==> src/rtl/flow_pkg.sv <==
package flow_pkg;

   // Pin meaning shared by both directions: low lets the peer send.
   typedef enum logic {
      PIN_GO   = 1'b0,
      PIN_STOP = 1'b1
   } pin_e;

   function automatic int unsigned lvl_width(input int unsigned depth);
      return $clog2(depth + 1);
   endfunction

endpackage

==> src/rtl/flow_sync.sv <==
module flow_sync #(
   parameter int unsigned STAGES    = 2,
   parameter logic        RESET_VAL = 1'b1
) (
   input  logic clk,
   input  logic rst_n,
   input  logic d,
   output logic q
);

   generate
      if (STAGES < 2) begin : g_bad_stages
         $error("flow_sync: STAGES must be at least 2");
      end
   endgenerate

   logic [STAGES-1:0] chain_q;

   always_ff @(posedge clk or negedge rst_n) begin
      if (!rst_n) begin
         chain_q <= {STAGES{RESET_VAL}};
      end else begin
         chain_q <= {chain_q[STAGES-2:0], d};
      end
   end

   assign q = chain_q[STAGES-1];

endmodule

==> src/rtl/flow_hyst.sv <==
module flow_hyst
   import flow_pkg::*;
#(
   parameter int unsigned LVL_W = 7
) (
   input  logic             clk,
   input  logic             rst_n,
   input  logic [LVL_W-1:0] level,
   input  logic [LVL_W-1:0] stop_lvl,
   input  logic [LVL_W-1:0] resume_lvl,
   input  logic             auto_en,
   input  logic             manual_go,
   output logic             go_n
);

   logic susp_q, susp_d;
   logic pair_ok, reach_stop, may_resume;
   pin_e pin_d;
   logic pin_q;

   assign pair_ok    = (resume_lvl < stop_lvl);
   assign reach_stop = (level >= stop_lvl);
   // Invalid pair falls back to resuming only on an empty FIFO.
   assign may_resume = pair_ok ? (level <= resume_lvl) : (level == '0);

   always_comb begin
      susp_d = susp_q;
      if (reach_stop) begin
         susp_d = 1'b1;
      end else if (may_resume) begin
         susp_d = 1'b0;
      end
   end

   always_comb begin
      if (auto_en) begin
         pin_d = susp_d ? PIN_STOP : PIN_GO;
      end else begin
         pin_d = manual_go ? PIN_GO : PIN_STOP;
      end
   end

   always_ff @(posedge clk or negedge rst_n) begin
      if (!rst_n) begin
         susp_q <= 1'b0;
         pin_q  <= PIN_STOP;
      end else begin
         susp_q <= susp_d;
         pin_q  <= pin_d;
      end
   end

   assign go_n = pin_q;

endmodule

==> src/rtl/flow_rx_trig.sv <==
module flow_rx_trig #(
   parameter int unsigned LVL_W = 7
) (
   input  logic             clk,
   input  logic             rst_n,
   input  logic [LVL_W-1:0] level,
   input  logic [LVL_W-1:0] trig_lvl,
   output logic             irq
);

   logic irq_q;

   always_ff @(posedge clk or negedge rst_n) begin
      if (!rst_n) begin
         irq_q <= 1'b0;
      end else begin
         irq_q <= (level >= trig_lvl);
      end
   end

   assign irq = irq_q;

endmodule

==> src/rtl/flow_tx_gate.sv <==
module flow_tx_gate
   import flow_pkg::*;
#(
   parameter int unsigned SYNC_STAGES = 2
) (
   input  logic clk,
   input  logic rst_n,
   input  logic peer_go_n,
   input  logic auto_en,
   input  logic pending,
   input  logic ready,
   output logic start
);

   logic peer_sync;
   logic blocked;

   flow_sync #(
      .STAGES    (SYNC_STAGES),
      .RESET_VAL (PIN_STOP)
   ) i_sync (
      .clk   (clk),
      .rst_n (rst_n),
      .d     (peer_go_n),
      .q     (peer_sync)
   );

   assign blocked = auto_en && (peer_sync == PIN_STOP);
   // Only the load point is gated; a running character is never cut.
   assign start   = pending && ready && !blocked;

endmodule

==> src/rtl/uart_flow_ctrl.sv <==
module uart_flow_ctrl #(
   parameter int unsigned  FIFO_DEPTH  = 64,
   parameter int unsigned  SYNC_STAGES = 2,
   localparam int unsigned LVL_W       = flow_pkg::lvl_width(FIFO_DEPTH)
) (
   input  logic             clk,
   input  logic             rst_n,
   input  logic [LVL_W-1:0] rx_level,
   input  logic [LVL_W-1:0] cfg_stop_lvl,
   input  logic [LVL_W-1:0] cfg_resume_lvl,
   input  logic [LVL_W-1:0] cfg_irq_lvl,
   input  logic             cfg_auto_out,
   input  logic             cfg_manual_go,
   input  logic             cfg_auto_in,
   input  logic             peer_go_n,
   input  logic             tx_pending,
   input  logic             tx_ready,
   output logic             tx_start,
   output logic             local_go_n,
   output logic             rx_irq
);

   generate
      if (FIFO_DEPTH < 2) begin : g_bad_depth
         $error("uart_flow_ctrl: FIFO_DEPTH must be at least 2");
      end
      if (SYNC_STAGES < 2) begin : g_bad_sync
         $error("uart_flow_ctrl: SYNC_STAGES must be at least 2");
      end
   endgenerate

   flow_hyst #(
      .LVL_W (LVL_W)
   ) i_hyst (
      .clk        (clk),
      .rst_n      (rst_n),
      .level      (rx_level),
      .stop_lvl   (cfg_stop_lvl),
      .resume_lvl (cfg_resume_lvl),
      .auto_en    (cfg_auto_out),
      .manual_go  (cfg_manual_go),
      .go_n       (local_go_n)
   );

   flow_rx_trig #(
      .LVL_W (LVL_W)
   ) i_trig (
      .clk      (clk),
      .rst_n    (rst_n),
      .level    (rx_level),
      .trig_lvl (cfg_irq_lvl),
      .irq      (rx_irq)
   );

   flow_tx_gate #(
      .SYNC_STAGES (SYNC_STAGES)
   ) i_gate (
      .clk       (clk),
      .rst_n     (rst_n),
      .peer_go_n (peer_go_n),
      .auto_en   (cfg_auto_in),
      .pending   (tx_pending),
      .ready     (tx_ready),
      .start     (tx_start)
   );

endmodule

==> config.mk <==
export PLATFORM = sky130hd
export DESIGN_NAME = uart_flow_ctrl
export DESIGN_NICKNAME = d
export VERILOG_FILES = /design/src/rtl/flow_pkg.sv /design/src/rtl/flow_sync.sv /design/src/rtl/flow_hyst.sv /design/src/rtl/flow_rx_trig.sv /design/src/rtl/flow_tx_gate.sv /design/src/rtl/uart_flow_ctrl.sv
export SDC_FILE = /design/constraint.sdc
export NUM_CORES = 1
export LEC_CHECK = 0
export BUFFER_PORTS_ARGS = -buffer_cell sky130_fd_sc_hd__buf_2
export CORE_MARGIN = 4
export CORE_UTILIZATION = 35
export DETAILED_ROUTE_END_ITERATION = 6
export PLACE_DENSITY_LB_ADDON = 0.2
export SYNTH_ARGS = -nofsm -noshare
export SYNTH_HDL_FRONTEND = slang
export SYNTH_HIERARCHICAL = 1
export SYNTH_SLANG_ARGS = --single-unit
export TNS_END_PERCENT = 1
==> constraint.sdc <==
create_clock -name clk -period 1.1 [get_ports clk]
set_input_delay 0.055 -clock clk [delete_from_list [all_inputs] [get_ports clk]]
set_output_delay 0.055 -clock clk [all_outputs]
set_load 0.005 [all_outputs]
# Word-level counts from Yosys, hierarchy flattened
# Cells that the tools add are included.
[word_totals]
regBits = 5
wordCells = 19
[classes]
n_mux = 6
order_cmp = 4
n_reduce_logical = 5
[ops]
columns = ["operator", "n"]
rows = [
  ["7-bit >= comparator", 2],
  ["7-bit less-or-equal comparator", 1],
  ["7-bit zero test", 1],
  ["7-bit less-than comparator", 1],
  ["1-bit 2-to-1 mux", 6],
  ["1-bit logical AND", 3],
  ["1-bit zero test", 1],
]

# Longest topological paths before layout
# Gate-level depths: netlist of run 1.
[logic_depth]
ltp_word = 6
mapped_depth = 7

# Modules after synthesis
# The synthesis of run 1 kept the hierarchy.
[by_module_without_submodules]
columns = ["mod", "instances", "area_each_um2", "cells_each"]
rows = [
  ["flow_hyst", 1, 568.0, 69],
  ["flow_rx_trig", 1, 191.4, 24],
  ["flow_sync", 1, 52.6, 2],
  ["flow_tx_gate", 1, 12.5, 2],
]

# Worst setup path after synthesis of run 1
# OpenSTA, ideal clock, no wires.
[synth_path]
path_type = "input to register"
start = "in cfg_stop_lvl[4]"
end = "reg i_hyst.pin_q (netlist: i_hyst/go_n)"
arrival_time_ns = 1.276
setup_time_ns = 0.083
slack_ns = -0.260
stages = 6
path_cell_list = "inv_1 > ha_1 > a2111o_1 > a31oi_1 > o221ai_1 > a41oi_1"
[synth_between]
elab_chain_cells = 6
[synth_rtl]
columns = ["element", "line_no", "source"]
rows = [
  ["start: declaration", "uart_flow_ctrl.sv:9", "input logic [LVL_W-1:0] cfg_stop_lvl,"],
  ["7-bit less-than comparator", "flow_hyst.sv:21", "assign pair_ok = (resume_lvl < stop_lvl);"],
  ["1-bit 2-to-1 mux", "flow_hyst.sv:24", "assign may_resume = pair_ok ? (level <= resume_lvl) : (level == '0);"],
  ["1-bit 2-to-1 mux", "flow_hyst.sv:30", "end else if (may_resume) begin"],
  ["1-bit 2-to-1 mux (*)", "flow_hyst.sv:28", "if (reach_stop) begin"],
  ["1-bit 2-to-1 mux (*)", "flow_hyst.sv:37", "pin_d = susp_d ? PIN_STOP : PIN_GO;"],
  ["1-bit 2-to-1 mux (*)", "flow_hyst.sv:36", "if (auto_en) begin"],
  ["net i_hyst.pin_d", "flow_hyst.sv:18", "pin_e pin_d;"],
  ["end signal: assignment", "flow_hyst.sv:49", "pin_q <= pin_d;"],
  ["end: declaration", "flow_hyst.sv:19", "logic pin_q;"],
]
# Mark *: on every way through the listed nets, which the timed path passes. The rest lies on a longest branch.

# Worst setup path in the final report of run 1
# Same ends and word-level chain as after synthesis.

==> metrics.txt, run 1 <==
Pre-antenna DRT Iters 4; leakage dissipation 0.734 nW; mapped cell area 825 um2; max_cap viols 0; H-tree levels 1; Synth cell types 27; Place WS -0.458 ns; Max Transition Viols Final 0; Clock Pin Slew Worst Setup and Hold Paths 0.04 ns; FMAX 821 MHz; CTS root buffer clkbuf_4; WS Path Type in2reg; Crit. End Element register; Row Count 17; global-route usage over all layers about 15%; vias in the first global route a little under 1000; final setup fails 2; total negative setup slack -0.231 ns; final core occ 63.6%; Initial Util 36.9%; post-route clock period utilization 111%; Chip Width 56.5 um; area grow syn2layout 72.4%; max incr delay on CP 0.45 ns; Synth area leader ha_1; delay-heaviest family, CP compound AO/OA/AOI/OAI gates; crit start category input pin; Fillers 212; worst slew pin tran 0.282 ns; failing checks negative setup slack; number of buffers created by CTS 3; RSZ-0062 raised after global routing true; Clock Path Buffers 2; total gr overflow 0; Yosys reg bits 5; design area 0.00142 mm2; DRC Markers 0; Mapped Cells 97; Reg area 129 um2; fin crit period ~1.2 ns; nets 222; sequential share of the synthesized area 15.6%; DP Cell Count 180; Clock Latency Late Sink 0.23 ns; Final Hold Viols 0; Top Ports 39; largest net degree at the start of global routing 6; P per Cell Area 675 mW/mm2; multi-input logic area 781 um2; Slew HR roughly 81%; Die ar. 0.00320 mm2; Final ANT Viol Nets 0; ratio of cells with drive above 1 in the final layout approximately 55%; routed wire length between 2000 and 2500 um; routed via count roughly 930; Port-buffer cells 38; Avg WL per Cell 12.5 um; first-pass GRT wire length 3770 um; Hold Path Class in2reg; DRT iter0 DRCs 6; GP Congestion ~0.76; Layout Cells excl Fill 186; worst path arrival time 1.37 ns; outcome complete, but fails checks; syn_nets 160; Post-CTS Setup Inserts 0; Worst Slack Setup Final -0.118 ns; critical-path maximum fanout 2; post-synth top area share about two fifths; routed vias/inst 4.98; n_diodes 0; Die Y 56.5 um; Placement Cell Area 0.00121 mm2; CP max-delay cell a2111o_1; initial antenna violation count 0; Sink Count 5; crit path cell chain buf_6 > inv_6 > ha_4 > a2111o_1 > a31oi_4 > o221ai_2 > a41oi_2; Max VDD drop 455 uV; synth warn 6; worst endpoint required time 1.25 ns; Mean Syn Cell Area 8.50 um2; hpwl dp 1920 um; CTS tree done; synth top area cells ha_1 (41%), dfstp_2 (9.6%), inv_1 (9.1%); final setup skew 0.0000455 ns; critical path buffer and inverter count 2; core area 0.00223 mm2
repair_timing:
item / 4_1_cts / 5_1_grt
gates cloned: 0 / 0
endpoints found under the hold margin: 6 / 0
gates resized for setup: 20 / 11
endpoints found under the setup margin: 2 / 2
pin swaps: 12 / 9
hold buffers: 2 / 0
cell usage in the layout, fill, tap and decap left out, types with 3 or more instances in the layout:
| cell type | n |
|---|---|
| buf_2 | 36 |
| ha_1 | 20 |
| inv_1 | 16 |
| buf_4 | 16 |
| ha_4 | 7 |
| a21oi_1 | 4 |
| o21a_1 | 4 |
| clkbuf_4 | 3 |
| nand2_1 | 3 |
| a21oi_2 | 3 |
| dfstp_2 | 3 |
power breakdown:
part           internal, W  switching [W]
registers         0.000214      0.0000127
clock network     0.000137      0.0000675
logic             0.000282       0.000247
worst reg2reg max path, cell delays in order (launching register included):
cell and delay [ns]:
dfrtp_1 0.38, o41ai_2 0.09, or3_4 0.35, a41oi_2 0.15
final cells by class:
type	instances	share of cell area [%]
Timing Repair Buffer	57	25.2
Clock buffer	4	1.85
Multi-Input combinational cell	72	54.9
Inverter	20	6.51
Sequential cell	5	9.07
Tap cell	28	2.46
metrics by stage:
stage / power [W] / hold WS [ns]
after global routing: 0.00104 / 0.0451
after floorplan: 0.000444 / -0.241
final: 0.000960 / 0.0488
after detailed placement: 0.000646 / -0.129
after global placement: 0.000628 / -0.131
after CTS: 0.000933 / 0.00456
synth_stat cells (all sizes together):
library cell,count
a31oi,2
nand3,2
nand4,2
a211oi,1
o221ai,1
or4,1
o21ai,5
nand2,4
nand2b,1
nor2,3
inv,20
nor2b,2
nor3,2
o41ai,1
dfstp,3
a211o,1
a21oi,7
a21o,1
a2111o,1
a41oi,1
dfrtp,2
ha,27
o22ai,1
o21a,4
or3,2
routing by layer:
layer / vias to the layer above / part of all wire, % / track usage (%)
met5: - / 0 / 0
met1: 417 / 38 / 14.0
met3: 4 / 6.1 / 3.22
met2: 32 / 55 / 30.5
li1: 473 / - / -
met4: 0 / 1.2 / 5.08
state kept, by name, summed over array words and instances, names as in the netlist:
register and count:
i_gate/i_sync/chain_q 2, i_trig/irq 1, i_hyst/susp_q 1, i_hyst/go_n 1
worst paths after layout:
| path | slack (ns) | to | from | depth (start not counted) |
|---|---|---|---|---|
| setup / recovery | -0.12 | i_hyst/go_n$_DFF_PN1_ | cfg_stop_lvl[4] | 7 |
| max in group asynchronous | 0.73 | i_gate/i_sync/chain_q[0]$_DFF_PN1_ | rst_n | 2 |
| hold reg to reg | 0.36 | i_gate/i_sync/chain_q[1]$_DFF_PN1_ | i_gate/i_sync/chain_q[0]$_DFF_PN1_ | 0 |
| min in group asynchronous | 0.16 | i_hyst/susp_q$_DFF_PN0_ | rst_n | 2 |
| setup reg to reg | 0.05 | i_hyst/go_n$_DFF_PN1_ | i_hyst/susp_q$_DFF_PN0_ | 3 |
| hold / removal | 0.05 | i_hyst/go_n$_DFF_PN1_ | cfg_auto_out | 2 |
cells by family after synthesis:
family	after synthesis	share of synthesized area, %
AO/OA/AOI/OAI	26	22.0
flip-flops	5	15.6
AND/OR/NAND/NOR	19	12.3
adder cells (fa/ha/maj)	27	41.0
buffers and inverters	20	9.10
Power figures use the tool's default switching activity.
==> inputs of run 2 (changes only) <==
--- a/config.mk
+++ b/config.mk
@@ -10,4 +10,5 @@
 export CORE_UTILIZATION = 35
 export DETAILED_ROUTE_END_ITERATION = 6
+export GPL_TIMING_DRIVEN = 1
 export PLACE_DENSITY_LB_ADDON = 0.2
 export SYNTH_ARGS = -nofsm -noshare
==> constraint.sdc (replaced) <==
create_clock -name clk -period 1.1 [get_ports clk]
set_input_delay 0.11 -clock clk [delete_from_list [all_inputs] [get_ports clk]]
set_output_delay 0.11 -clock clk [all_outputs]
set_load 0.005 [all_outputs]
==> metrics.txt, run 2 (same netlist as run 1, synthesis figures left out) <==
outcome complete, but fails checks; failing checks negative setup slack; worst endpoint required time about 1.3 ns; post-route clock period utilization 115%; Pre-antenna DRT Iters 3; routed via count just over 900; met3 GRT Util between 1 and 1.5%; Max VDD drop around 380 uV; grt peak-use layer met2; Die ar. 0.00320 mm2; Post-CTS Setup Inserts 0; vias in the first global route 989; routed vias/inst 4.92; Place WS -0.516 ns; first-pass GRT wire length 3880 um; Final ANT Viol Nets 0; final setup fails 2; Clock Latency Late Sink ~0.23 ns; fin crit period 1.27 ns; final setup skew slightly below 0.00004 ns; M1 GR Usage around 16%; initial antenna violation count 0; GP Congestion 0.756; Chip Width 56.5 um; hold depth 2; Initial Util 36.9%; Slew HR between 80% and 90%; leakage dissipation 0.736 nW; number of buffers created by CTS 3; final hold slack 0.0803 ns; max_cap viols 0; most frequent cells in the layout buf_2 (32), ha_1 (22), buf_4 (17); P per Cell Area roughly 670 mW/mm2; core area 0.00223 mm2; Sink Count 5; CTS root buffer clkbuf_4; Crit. End Element register; design area 0.00138 mm2; hpwl dp 1900 um; n_diodes 0; FMAX 790 MHz; Hold Path Class in2reg; Port-buffer cells 38; Placement Cell Area 0.00121 mm2; area grow syn2layout 67.8%; Die Y 56.5 um; Final Hold Viols 0; crit start category input pin; H-tree levels 1; ratio of cells with drive above 1 in the final layout between 50% and 60%; RSZ-0062 raised after global routing true; met2 usage a little under a third; Max Transition Viols Final 0; routed wire length 2280 um; Top Ports 39; Largest register FFs 2; largest net degree at the start of global routing 6; Clock Path Buffers 2; DRC Markers 0; DRT iter0 DRCs 5; total gr overflow 0; Fillers between 200 and 250; nets 222; Reg2Reg Depth 3; Reg with most FFs i_gate/i_sync/chain_q; WS Path Type in2reg; Row Count 17; CTS tree done; global-route usage over all layers between 10% and 20%; critical-path maximum fanout 2; Avg WL per Cell 12.3 um; most common cell after layout, fill and taps aside buf_2; worst path arrival time 1.42 ns; worst slew pin tran 0.248 ns; Clock Pin Slew Worst Setup and Hold Paths 0.04 ns; Worst Slack Setup Final -0.166 ns
==> run 2: cell count changes in the layout (fill, tap and decap cells not counted), moves of 2 or more <==
cell   change
ha_1       +2
buf_6      +3
buf_2      -4
ha_4       -2
==> run 2: metrics by stage <==
step                utilization (%)  power (W)  setup TNS [ns]  cells
detailed placement             54.0   0.000646           -1.16    180
CTS                            62.0   0.000932          -0.269    186
global placement               54.0   0.000628           -1.11    180
finish                         62.0   0.000925          -0.316    186
global route                   62.0    0.00102          -0.389    186
floorplan                         -   0.000444          -0.534     97
==> run 2: repair_timing <==
action	CTS	global route
setup endpoints to repair	2	2
pin swaps	12	0
hold endpoints to repair	6	0
hold buffers	2	0
resized for setup	26	1
==> run 2: worst max-delay path, cell delays in order <==
cell      delay (ns)
buf_2           0.11
inv_2           0.09
ha_4            0.20
a2111o_1        0.39
a31oi_4         0.18
o221ai_2        0.15
a41oi_2         0.19
==> run 2: area by class of cell <==
class	instances	area, um2	area share (%)
clock buffer	4	26.3	1.90
tap	28	35.0	2.53
inverter	20	87.6	6.33
timing repair buffer	57	379	27.4
sequential	5	129	9.31
multi-input combinational	72	727	52.5
==> run 2: final timing paths <==
check                                                        start                                  to  slack, ns
worst max-delay path                               cfg_stop_lvl[4]               i_hyst/go_n$_DFF_PN1_      -0.17
worst min register to register  i_gate/i_sync/chain_q[0]$_DFF_PN1_  i_gate/i_sync/chain_q[1]$_DFF_PN1_       0.36
worst max register to register             i_hyst/susp_q$_DFF_PN0_               i_hyst/go_n$_DFF_PN1_       0.01
worst min-delay path                                  cfg_auto_out               i_hyst/go_n$_DFF_PN1_       0.08
min in group asynchronous                                    rst_n                i_trig/irq$_DFF_PN0_       0.23
max in group asynchronous                                    rst_n               i_hyst/go_n$_DFF_PN1_       0.66
==> run 2: power by group <==
part / switching, W / internal, W
clock network: 0.0000633 / 0.000136
logic: 0.000225 / 0.000273
registers: 0.0000125 / 0.000214
==> run 2: routing by layer <==
metal | vias up | share of wire, %
met5 | - | 0
met4 | 0 | 0.61
met3 | 2 | 4.2
met2 | 24 | 55
met1 | 417 | 40
li1 | 473 | -
==> inputs of run 3 (changes only) <==
- clock period: 1.1 -> 1.47 ns (I/O delays scaled with it)
==> metrics.txt, run 3 (same netlist as run 1, synthesis figures left out) <==
outcome finished, final reports clean; P per Cell Area between 500 and 600 mW/mm2; worst path arrival time 1.55 ns; most common cell after layout, fill and taps aside buf_2; Fillers 234; final setup fails 0; Hold Path Class in2reg; Crit. End Element register; worst slew pin tran roughly 0.22 ns; Row Count 17; critical-path maximum fanout 2; Sink Count 5; routed wire length 2060 um; crit path cell chain buf_2 > inv_1 > ha_1 > nand2_1 > o21ai_1 > a31oi_2 > or3_1 > a41oi_1; CP max-delay cell or3_1; critical path buffer and inverter count 2; Clock Latency Late Sink between 0.2 and 0.25 ns; area grow syn2layout 44.5%; hpwl dp 1870 um; Clk network pwr share 25.2%; CTS tree done; Post-CTS Setup Inserts 0; DRC Markers 0; Top Metal Used met4; Comb power frac between 40% and 50%; final core occ 53.3%; post-route clock period utilization 95.0%; total gr overflow 0; CTS root buffer clkbuf_4; crit start category input pin; routed vias/inst 4.87; cell-internal power 0.000421 W; initial antenna violation count 0; Largest register FFs 2; global-route usage over all layers 13.6%; FMAX 716 MHz; reg-to-reg slack, setup about 0.38 ns; max incr delay on CP 0.41 ns; metal3 WL 130 um; Seq pwr share 27.1%; Pre-antenna DRT Iters 4; nets 216; core area 0.00223 mm2; Clock Path Buffers 2; Top Ports 39; largest net degree at the start of global routing 6; met1 WL 890 um; DP Cell Count approximately 170; vias in the first global route between 900 and 1000; first-pass GRT wire length 3530 um; delay-heaviest family, CP compound AO/OA/AOI/OAI gates; DRT iter0 DRCs 3; Reg with most FFs i_gate/i_sync/chain_q; Slew HR between 80% and 90%; fin crit period 1.40 ns; Max VDD drop 314 uV; Final ANT Viol Nets 0; Die Y 56.5 um; Clock Pin Slew Worst Setup and Hold Paths 0.04 ns; max_cap viols 0; Layout Cells excl Fill 180; leakage dissipation 0.690 nW; number of buffers created by CTS 3; worst endpoint required time 1.63 ns; Chip Width 56.5 um; ratio of cells with drive above 1 in the final layout 39.5%; final setup skew 0.00116 ns; Max Transition Viols Final 0; Net Sw Frac 32.4%; WS Path Type in2reg; routed via count 877; GP Congestion 0.751; P_sw 0.000202 W; Final Hold Viols 0; Initial Util 36.9%; most frequent cells in the layout buf_2 (38), ha_1 (27), inv_1 (20); H-tree levels 1; Die ar. 0.00320 mm2; Port-buffer cells 38; Avg WL per Cell 11.4 um; met2 wire len 1020 um; n_diodes 0
[run 3: layout make-up]
| cell class | count | area (um2) | area share (%) |
|---|---|---|---|
| Timing Repair Buffer | 51 | 293 | 24.6 |
| Multi-Input combinational cell | 72 | 633 | 53.2 |
| Sequential cell | 5 | 129 | 10.8 |
| Inverter | 20 | 75.1 | 6.30 |
| Clock buffer | 4 | 26.3 | 2.21 |
| Tap cell | 28 | 35.0 | 2.94 |
[run 3: what timing repair did]
| item | 4_1_cts | 5_1_grt |
|---|---|---|
| endpoints found under the setup margin | 0 | 1 |
| hold endpoints to repair | 5 | 1 |
| hold buffers | 1 | 1 |
| gates resized for setup | 0 | 2 |
[run 3: stage by stage]
step	area, um2	hold slack, ns	total power, W	setup WS (ns)	setup TNS (ns)
final	1190	0.113	0.000624	0.0734	0
after global routing	1190	0.111	0.000690	-0.0158	-0.0158
after CTS	1170	0.00262	0.000624	0.0398	0
after detailed placement	1130	-0.0357	0.000458	-0.212	-0.393
after global placement	1130	-0.0381	0.000447	-0.172	-0.276
after floorplan	825	-0.149	0.000326	0.0183	0
[run 3: metal layers]
layer	global-route usage, %	up-vias
met4	3.73	0
met1	16.0	389
li1	-	461
met2	24.3	25
met3	2.99	2
met5	0	-
[run 3: path summary, 6_finish.rpt]
path	from	to	cells after the start
setup / recovery	cfg_stop_lvl[2]	i_hyst/go_n$_DFF_PN1_	8
hold / removal	cfg_auto_out	i_hyst/go_n$_DFF_PN1_	2
setup reg to reg	i_hyst/susp_q$_DFF_PN0_	i_hyst/go_n$_DFF_PN1_	3
hold reg to reg	i_gate/i_sync/chain_q[0]$_DFF_PN1_	i_gate/i_sync/chain_q[1]$_DFF_PN1_	0
max in group asynchronous	rst_n	i_gate/i_sync/chain_q[0]$_DFF_PN1_	2
min in group asynchronous	rst_n	i_trig/irq$_DFF_PN0_	2
[run 3: power groups by stage]
| stage | sequential [W] | clock [W] | combinational [W] |
|---|---|---|---|
| after floorplan | 0.000170 | 0 | 0.000156 |
| after global placement | 0.000170 | 0 | 0.000276 |
| after detailed placement | 0.000170 | 0 | 0.000288 |
| after CTS | 0.000169 | 0.000165 | 0.000291 |
| after global routing | 0.000171 | 0.000176 | 0.000344 |
| final | 0.000169 | 0.000157 | 0.000298 |
